[src/rtl/eseq_pkg.sv]
package eseq_pkg;

    typedef enum logic [2:0] {
        OP_NONE       = 3'd0,
        OP_BLK_ERASE  = 3'd1,
        OP_CHIP_ERASE = 3'd2,
        OP_SUSPEND    = 3'd3,
        OP_RESUME     = 3'd4,
        OP_RESET      = 3'd5,
        OP_EXT_ENTER  = 3'd6,
        OP_EXT_EXIT   = 3'd7
    } op_e;

    typedef enum logic [2:0] {
        ST_IDLE,
        ST_SELECT,
        ST_PICK,
        ST_ERASE,
        ST_SUSP_WAIT,
        ST_SUSPENDED,
        ST_ABORT_WAIT,
        ST_FAULT
    } state_e;

    localparam int STAT_TOG  = 0;
    localparam int STAT_BUSY = 1;
    localparam int STAT_SUSP = 2;
    localparam int STAT_ERR  = 3;
    localparam int STAT_DONE = 4;

endpackage

[src/rtl/eseq_timer.sv]
module eseq_timer #(
    parameter int TW = 8
) (
    input  logic          clk,
    input  logic          rst_n,
    input  logic          load,
    input  logic [TW-1:0] load_val,
    input  logic          run,
    output logic [TW-1:0] count,
    output logic          expired
);
    logic [TW-1:0] cnt_q;

    always_ff @(posedge clk) begin
        if (!rst_n)
            cnt_q <= '0;
        else if (load)
            cnt_q <= load_val;
        else if (run && cnt_q != '0)
            cnt_q <= cnt_q - 1'b1;
    end

    assign count   = cnt_q;
    assign expired = (cnt_q == '0);

    // R1 window counts down steadily while running and not reloaded
    assert_timer_steps_R1: assert property (@(posedge clk) disable iff (!rst_n)
        (run && !load && cnt_q != '0) |=> (cnt_q == $past(cnt_q) - 1'b1));

endmodule

[src/rtl/eseq_low_pick.sv]
module eseq_low_pick #(
    parameter int N  = 8,
    parameter int BW = 3
) (
    input  logic [N-1:0]  vec,
    output logic [BW-1:0] idx
);
    logic [N:0]   seen_below;
    logic [N-1:0] hit;

    assign seen_below[0] = 1'b0;

    for (genvar g = 0; g < N; g++) begin : g_scan
        assign hit[g]          = vec[g] & ~seen_below[g];
        assign seen_below[g+1] = seen_below[g] | vec[g];
    end

    always_comb begin
        idx = '0;
        for (int i = 0; i < N; i++)
            if (hit[i]) idx = idx | BW'(i);
    end

endmodule

[src/rtl/eseq_rd_router.sv]
module eseq_rd_router #(
    parameter int N  = 8,
    parameter int BW = 3
) (
    input  logic          route_all,
    input  logic          susp_mode,
    input  logic [N-1:0]  susp_set,
    input  logic [BW-1:0] rd_blk,
    input  logic          tog,
    input  logic          busy,
    input  logic          err,
    input  logic          done,
    output logic          rd_status,
    output logic [7:0]    status_word
);
    import eseq_pkg::*;

    assign rd_status = route_all | (susp_mode & susp_set[rd_blk]);

    always_comb begin
        status_word            = '0;
        status_word[STAT_TOG]  = tog;
        status_word[STAT_BUSY] = busy;
        status_word[STAT_SUSP] = susp_mode;
        status_word[STAT_ERR]  = err;
        status_word[STAT_DONE] = done;
    end

endmodule

[src/rtl/eseq_ctrl.sv]
module eseq_ctrl #(
    parameter int NUM_BLK   = 8,
    parameter int SEL_CYC   = 20,
    parameter int SUSP_CYC  = 6,
    parameter int ABORT_CYC = 30,
    localparam int BW = $clog2(NUM_BLK)
) (
    input  logic               clk,
    input  logic               rst_n,
    input  logic               cmd_valid,
    input  logic [2:0]         cmd_op,
    input  logic [BW-1:0]      cmd_blk,
    input  logic               rd_en,
    input  logic [BW-1:0]      rd_blk,
    output logic               rd_status,
    output logic [7:0]         status_word,
    input  logic               prog_valid,
    input  logic [BW-1:0]      prog_blk,
    output logic               prog_go,
    input  logic [NUM_BLK-1:0] protect_mask,
    output logic               eng_req,
    output logic [BW-1:0]      eng_blk,
    input  logic               eng_done,
    input  logic               eng_err
);
    import eseq_pkg::*;

    localparam int MAX_AB = (SEL_CYC > SUSP_CYC) ? SEL_CYC : SUSP_CYC;
    localparam int MAXC   = (MAX_AB > ABORT_CYC) ? MAX_AB : ABORT_CYC;
    localparam int TW     = $clog2(MAXC + 1);

    state_e state, state_n;
    op_e    op;

    logic [NUM_BLK-1:0] sel_mask, mask_n, eff_mask, cmd_bit, cur_bit;
    logic               chip_q, chip_n, started_q, started_n;
    logic               rsn_q, rsn_n, ext_q, ext_n;
    logic               err_q, err_n, done_q, done_n, tog_q, tog_n;
    logic               tmr_load, tmr_run, tmr_zero;
    logic [TW-1:0]      tmr_val, tmr_count;
    logic [BW-1:0]      cur_idx;
    logic               busy, route_all, susp_mode;

    assign op       = cmd_valid ? op_e'(cmd_op) : OP_NONE;
    assign cmd_bit  = NUM_BLK'(1) << cmd_blk;
    assign eff_mask = sel_mask & ~protect_mask;
    assign cur_bit  = NUM_BLK'(1) << cur_idx;

    eseq_low_pick #(.N(NUM_BLK), .BW(BW)) u_pick (
        .vec (sel_mask),
        .idx (cur_idx)
    );

    eseq_timer #(.TW(TW)) u_timer (
        .clk      (clk),
        .rst_n    (rst_n),
        .load     (tmr_load),
        .load_val (tmr_val),
        .run      (tmr_run),
        .count    (tmr_count),
        .expired  (tmr_zero)
    );

    // state register
    always_ff @(posedge clk) begin
        if (!rst_n) state <= ST_IDLE;
        else        state <= state_n;
    end

    // held data registers
    always_ff @(posedge clk) begin
        if (!rst_n) begin
            sel_mask  <= '0;
            chip_q    <= 1'b0;
            started_q <= 1'b0;
            rsn_q     <= 1'b0;
            ext_q     <= 1'b0;
            err_q     <= 1'b0;
            done_q    <= 1'b0;
            tog_q     <= 1'b0;
        end else begin
            sel_mask  <= mask_n;
            chip_q    <= chip_n;
            started_q <= started_n;
            rsn_q     <= rsn_n;
            ext_q     <= ext_n;
            err_q     <= err_n;
            done_q    <= done_n;
            tog_q     <= tog_n;
        end
    end

    // next state and controls
    always_comb begin
        state_n   = state;
        mask_n    = sel_mask;
        chip_n    = chip_q;
        started_n = started_q;
        rsn_n     = rsn_q;
        ext_n     = ext_q;
        err_n     = err_q;
        done_n    = done_q;
        tmr_load  = 1'b0;
        tmr_val   = TW'(SEL_CYC);
        unique case (state)
            ST_IDLE: begin
                if (op == OP_BLK_ERASE) begin
                    mask_n    = cmd_bit;
                    chip_n    = 1'b0;
                    started_n = 1'b0;
                    done_n    = 1'b0;
                    tmr_load  = 1'b1;
                    state_n   = ST_SELECT;
                end else if (op == OP_CHIP_ERASE) begin
                    mask_n    = '1;
                    chip_n    = 1'b1;
                    started_n = 1'b0;
                    done_n    = 1'b0;
                    state_n   = ST_PICK;
                end
            end
            ST_SELECT: begin
                if (op == OP_SUSPEND) begin
                    rsn_n   = 1'b0;
                    ext_n   = 1'b0;
                    state_n = ST_SUSPENDED;
                end else if (op == OP_RESET) begin
                    mask_n  = '0;
                    state_n = ST_IDLE;
                end else if (op == OP_BLK_ERASE) begin
                    mask_n   = sel_mask | cmd_bit;
                    tmr_load = 1'b1;
                end else if (tmr_zero) begin
                    state_n = ST_PICK;
                end
            end
            ST_PICK: begin
                if (eff_mask == '0) begin
                    mask_n = '0;
                    if (started_q) begin
                        done_n  = 1'b1;
                        state_n = ST_IDLE;
                    end else begin
                        tmr_load = 1'b1;
                        tmr_val  = TW'(ABORT_CYC);
                        state_n  = ST_ABORT_WAIT;
                    end
                end else begin
                    mask_n    = eff_mask;
                    started_n = 1'b1;
                    state_n   = ST_ERASE;
                end
            end
            ST_ERASE: begin
                if (eng_done) begin
                    mask_n = sel_mask & ~cur_bit;
                    if (eng_err) begin
                        err_n   = 1'b1;
                        state_n = ST_FAULT;
                    end else begin
                        state_n = ST_PICK;
                    end
                end else if (op == OP_SUSPEND && !chip_q) begin
                    tmr_load = 1'b1;
                    tmr_val  = TW'(SUSP_CYC);
                    state_n  = ST_SUSP_WAIT;
                end
            end
            ST_SUSP_WAIT: begin
                if (tmr_zero) begin
                    rsn_n   = 1'b0;
                    ext_n   = 1'b0;
                    state_n = ST_SUSPENDED;
                end
            end
            ST_SUSPENDED: begin
                if (op == OP_RESET)
                    rsn_n = 1'b1;
                else if (op == OP_EXT_ENTER)
                    ext_n = 1'b1;
                else if (op == OP_EXT_EXIT)
                    ext_n = 1'b0;
                else if (op == OP_RESUME && rsn_q && !ext_q)
                    state_n = ST_PICK;
            end
            ST_ABORT_WAIT: begin
                if (tmr_zero) begin
                    done_n  = 1'b1;
                    state_n = ST_IDLE;
                end
            end
            ST_FAULT: begin
                if (op == OP_RESET) begin
                    err_n   = 1'b0;
                    mask_n  = '0;
                    state_n = ST_IDLE;
                end
            end
            default: state_n = ST_IDLE;
        endcase
    end

    // outputs
    always_comb begin
        busy      = (state == ST_SELECT) || (state == ST_PICK) || (state == ST_ERASE) ||
                    (state == ST_SUSP_WAIT) || (state == ST_ABORT_WAIT);
        route_all = busy || (state == ST_FAULT);
        susp_mode = (state == ST_SUSPENDED);
        tmr_run   = (state == ST_SELECT) || (state == ST_SUSP_WAIT) || (state == ST_ABORT_WAIT);
        eng_req   = (state == ST_ERASE);
        eng_blk   = cur_idx;
        prog_go   = prog_valid && !protect_mask[prog_blk] &&
                    ((state == ST_IDLE) || (susp_mode && !sel_mask[prog_blk]));
        tog_n     = (rd_en && busy) ? ~tog_q : tog_q;
    end

    eseq_rd_router #(.N(NUM_BLK), .BW(BW)) u_route (
        .route_all   (route_all),
        .susp_mode   (susp_mode),
        .susp_set    (sel_mask),
        .rd_blk      (rd_blk),
        .tog         (tog_q),
        .busy        (busy),
        .err         (err_q),
        .done        (done_q),
        .rd_status   (rd_status),
        .status_word (status_word)
    );

    // R1 a further selection reloads the full window
    assert_sel_restart_R1: assert property (@(posedge clk) disable iff (!rst_n)
        (state == ST_SELECT && op == OP_BLK_ERASE) |=> (tmr_count == TW'(SEL_CYC)));

    // R2 reads during an operation see status
    assert_busy_route_R2: assert property (@(posedge clk) disable iff (!rst_n)
        (rd_en && state != ST_IDLE && state != ST_SUSPENDED) |-> rd_status);

    // R3 the engine never works on a protected block
    assert_no_prot_erase_R3: assert property (@(posedge clk) disable iff (!rst_n)
        eng_req |-> !protect_mask[eng_blk]);

    // R4 the protected-only interval ends in a clean done
    assert_abort_exit_R4: assert property (@(posedge clk) disable iff (!rst_n)
        (state == ST_ABORT_WAIT) |=>
        (state == ST_ABORT_WAIT || (state == ST_IDLE && done_q && !err_q)));

    // R6 fault persists until read/reset
    assert_fault_hold_R6: assert property (@(posedge clk) disable iff (!rst_n)
        (state == ST_FAULT && op != OP_RESET) |=> (state == ST_FAULT && err_q));

    // R7 read/reset has no effect once erasing has begun
    assert_erase_ignore_R7: assert property (@(posedge clk) disable iff (!rst_n)
        (state == ST_ERASE && op == OP_RESET && !eng_done) |=> eng_req);

    // R8 suspend during an erase releases the engine at once
    assert_susp_drop_R8: assert property (@(posedge clk) disable iff (!rst_n)
        (eng_req && !chip_q && op == OP_SUSPEND && !eng_done) |=> !eng_req);

    // R10 no program reaches a suspended block
    assert_prog_guard_R10: assert property (@(posedge clk) disable iff (!rst_n)
        prog_go |-> !(rd_status && rd_en && rd_blk == prog_blk));

    // R11 resume is gated while suspended
    assert_resume_gate_R11: assert property (@(posedge clk) disable iff (!rst_n)
        (state == ST_SUSPENDED && (!rsn_q || ext_q)) |=> (state == ST_SUSPENDED));

    // R12 no suspend during chip erase
    assert_chip_nosusp_R12: assert property (@(posedge clk) disable iff (!rst_n)
        (chip_q && state == ST_ERASE) |=> (state != ST_SUSP_WAIT));

    // R13 toggle inverts on each status read while busy
    assert_toggle_R13: assert property (@(posedge clk) disable iff (!rst_n)
        (rd_en && status_word[STAT_BUSY]) |=> (status_word[STAT_TOG] != $past(status_word[STAT_TOG])));

endmodule

[config.mk]
export PLATFORM = sky130hd
export DESIGN_NAME = eseq_ctrl
export DESIGN_NICKNAME = d
export VERILOG_FILES = /design/src/rtl/eseq_pkg.sv /design/src/rtl/eseq_timer.sv /design/src/rtl/eseq_low_pick.sv /design/src/rtl/eseq_rd_router.sv /design/src/rtl/eseq_ctrl.sv
export SDC_FILE = /design/constraint.sdc
export NUM_CORES = 1
export LEC_CHECK = 0
export ABC_AREA = 1
export BUFFER_PORTS_ARGS = -buffer_cell sky130_fd_sc_hd__buf_2
export CAP_MARGIN = 30
export CORE_ASPECT_RATIO = 0.8
export CORE_MARGIN = 2
export CORE_UTILIZATION = 40
export CTS_CLUSTER_SIZE = 24
export DETAILED_ROUTE_END_ITERATION = 6
export GPL_TIMING_DRIVEN = 0
export MAX_ROUTING_LAYER = met4
export PLACE_DENSITY = 0.61
export SYNTH_ARGS = -nofsm -noshare
export SYNTH_HDL_FRONTEND = slang
export SYNTH_SLANG_ARGS = --single-unit
[constraint.sdc]
create_clock -name clk -period 2.5 [get_ports clk]
set_input_delay 0.125 -clock clk [delete_from_list [all_inputs] [get_ports clk]]
set_output_delay 0.125 -clock clk [all_outputs]
set_load 0.01 [all_outputs]
==> summary.txt <==
Outcome
  • Status: finished clean

Placement
  • Gp weighted congestion: 0.9012
  • IO buf count: 37
  • Post-DP HPWL: 5055 µm
  • Placed cells: 477
  • Post-DP Area: around 2500 µm²

Cells and area
  • Layout fillers: between 600 and 700
  • Multi-input gate area: roughly 1400 µm²
  • Register cell area after layout: approximately 460 µm²
  • Post-route core utilization: 47.07%
  • N_diodes: 0
  • Layout cell share with drive strength beyond 1: 20.43%
  • Final Cell Area: between 2000 and 3000 µm²
  • Area grow syn2layout: 14.50%
  • Fin nets: 446
  • Post-Layout Cell Count: 481

Drt
  • DRT Wirelength: 6406 µm
  • Routed vias/inst: 5.218
  • Detailed router's first-iteration violation count: 267
  • Routed vias: between 2,000 and 3,000
  • Post-route DRC: 0
  • Antenna viol nets, final: 0
  • Pre-antenna DRT Iters: 7
  • Wire per inst: 13.32 µm

GRT
  • Largest net degree at the start of global routing: 14
  • Vias in the first global route: around 2,200
  • Initial antenna violation count: 0
  • GRT overflow: 0
  • GRT Total Usage: 21.92%
  • First-pass GRT wire length: 10,600 µm

Synth
  • Register area share after synthesis: 20.84%
  • Synth Register Bits: 23
  • Mux cell area share after synthesis: 0%
  • Number of synthesized flops with an enable pin: 0
  • Synth cell types: 41
  • Mapped Avg Cell Area: about 5.9 µm²
  • Post-synthesis simple-gate area fraction: 43.20%
  • Largest family of logic cells by synthesized area: simple AND/OR/NAND/NOR gates
  • Post-Syn Instances: 373
  • Synth warnings: 0
  • Compound-cell area share of the yosys netlist: 18.23%
  • Async S/R FF share, synth: 0%
  • Post-Synth XOR/XNOR Area: 1.586%
  • Fraction of the mapped netlist area in adder cells: 1.133%
  • Area of the mapped netlist: 2210 µm²
  • Synth Flop Type: dfxtp_1

Worst setup path
  • Startpoint types: register
  • Critical Path AT: 1.66 ns
  • CP max stage delay: 0.34 ns
  • Flop-to-flop setup slack: 0.75 ns
  • Critical path capture point type: output pin
  • CP required: around 2.4 ns
  • WP buf/inv: 2
  • Crit path max-delay cell type: nor2_2
  • Crit-path leading delay family: simple AND/OR/NAND/NOR gates
  • CP cell instances: buf_4 -> nand2_1 -> nor2_2 -> o211ai_1 -> o21ai_0 -> buf_2
  • Highest net fanout along the worst path: 9
  • Crit path kind: register to output pin

Timing
  • Final TNS setup: 0 ns
  • RSZ-0062 raised after global routing: false
  • Fmax achieved: about 560 MHz
  • Worst-margin pin slew: between 0.6 and 0.7 ns
  • Finish-stage setup viols: 0
  • Hold Vio Cnt, Final: 0
  • Max Slew Vio Count: 0
  • Final worst-path cycle share: a little over 70%
  • Min Tclk post-route: 1.785 ns
  • Post-Route Skew: 0.004489 ns
  • Max_slew headroom: between 50% and 60%

Power
  • PD cells: just over 900 nW/µm²
  • Pleak: between 1 and 1.5 nW
  • Worst IR Drop VDD: 0.0003193 V

CTS
  • Num CTS Buffers: 3
  • Setup bufs post-CTS: 0
  • Clk_lat worst skew: 0.27 ns
  • H-tree depth: 1
  • Clock Pin Slew Worst Setup and Hold Paths: around 0.09 ns
  • CTS tree: yes
  • CTS sink cnt: 23
  • Post-cts sizing count: 0
  • Root Driver: clkbuf_8
  • Clk buf depth: 2
  • Hold_buf cts: 0

Job
  • Max_cap viols: 0

Floorplan
  • Boundary pin count: 41
  • Core Region: 5375 µm²
  • Die height: 70.48 µm
  • DIE WIDTH: 87.10 µm
  • Standard-cell rows: 24
  • Die area: 6138 µm²
  • Starting Density: 41.11%

Worst hold path
  • Hold Path Class: input port to register
==> cell type report <==
type | instances | share of cell area [%]
Multi-Input combinational cell | 280 | 56.48
Sequential cell | 23 | 18.20
Inverter | 55 | 8.358
Timing Repair Buffer | 37 | 7.319
Buffer | 17 | 4.599
Tap cell | 65 | 3.215
Clock buffer | 3 | 1.632
Clock inverter | 1 | 0.1978
==> sequential cells by signal (all words and copies together), names as in the netlist <==
signal         cells
chip_q             1
done_q             1
err_q              1
ext_q              1
rsn_q              1
sel_mask           8
started_q          1
state              3
tog_q              1
u_timer.count      5
==> metrics by stage <==
stage	setup slack, ns	hold slack, ns	power, mW
4_1_cts	0.7272	0.1056	2.355
2_1_floorplan	1.148	0.2508	1.722
6_report	0.7147	0.1122	2.357
3_5_place_dp	0.7988	0.4031	2.098
3_3_place_gp	0.8009	0.4014	2.098
5_1_grt	0.5854	0.1388	2.579
==> worst min-delay path: cells and delay by family <==
family	cells	cell delay [ns]
buffers and inverters	1	0.09
and+or+nand+nor	1	0.07
AOI/OAI and AO/OA	1	0.06
==> synthesized netlist by cell type (all sizes together), types with 2 or more instances <==
| library cell | number | share of area [%] |
|---|---|---|
| xor2 | 4 | 1.6 |
| o211ai | 4 | 1.6 |
| nand2 | 87 | 15 |
| o21ai | 26 | 6.1 |
| nor3 | 2 | 0.45 |
| buf | 13 | 4.5 |
| inv | 54 | 9.4 |
| nand4 | 9 | 2.8 |
| nand3 | 58 | 14 |
| ha | 2 | 1.1 |
| nor2 | 40 | 9.0 |
| nand3b | 2 | 0.68 |
| o22ai | 2 | 0.57 |
| clkbuf | 4 | 0.74 |
| dfxtp | 23 | 21 |
| a31oi | 3 | 0.85 |
| a21oi | 31 | 7.0 |
==> kinds of logic after synthesis <==
kind of cell	Yosys count
and+or+nand+nor	199
AOI/OAI and AO/OA	72
DFF	23
other	1
adders and majority gates	2
xor gates and xnor gates	4
buffers and inverters	72
==> worst paths after layout <==
path                            to         from  cells after the start
hold / removal               tog_q        rd_en                      3
hold reg to reg              rsn_q        rsn_q                      2
setup reg to reg  u_timer.count[4]  sel_mask[7]                      9
setup / recovery         rd_status     state[2]                      6
==> layout by cell type, fill, tap and decap left out, types with 2 or more instances in the layout <==
| cell type | Yosys | routed |
|---|---|---|
| buf_4 | 9 | 9 |
| ha_1 | 2 | 2 |
| buf_2 | 2 | 39 |
| nand2_1 | 81 | 81 |
| nor2_1 | 32 | 32 |
| a21oi_1 | 31 | 31 |
| nor3_1 | 2 | 2 |
| clkbuf_8 | 0 | 3 |
| buf_6 | 2 | 2 |
| nand3_2 | 3 | 3 |
| a31oi_1 | 3 | 3 |
| conb_1 | 1 | 3 |
| nand2_2 | 6 | 6 |
| o22ai_1 | 2 | 2 |
| xor2_1 | 4 | 4 |
| nand4_1 | 8 | 8 |
| nand3_1 | 54 | 54 |
| inv_2 | 6 | 6 |
| inv_1 | 46 | 46 |
| o211ai_1 | 3 | 3 |
| clkbuf_1 | 3 | 3 |
| o21ai_0 | 24 | 24 |
| nor2_4 | 3 | 3 |
| dfxtp_1 | 23 | 23 |
| nand3b_1 | 2 | 2 |
| inv_4 | 2 | 2 |
| nor2_2 | 4 | 4 |
==> power by group <==
part | switching [mW] | leakage (nW) | internal, mW | total (mW)
Combinational | 0.998 | 1.04 | 0.566 | 1.56
Sequential | 0.0760 | 0.189 | 0.469 | 0.545
Clock | 0.136 | 0.0255 | 0.112 | 0.248
==> metal layers <==
metal	GRT usage (%)	wire [µm]	vias up
met4	2.564	31	0
met2	29.35	2468	95
met3	4.728	527	4
met1	34.17	3379	1106
met5	-	0	-
li1	-	-	1305
Power figures use the tool's default switching activity.
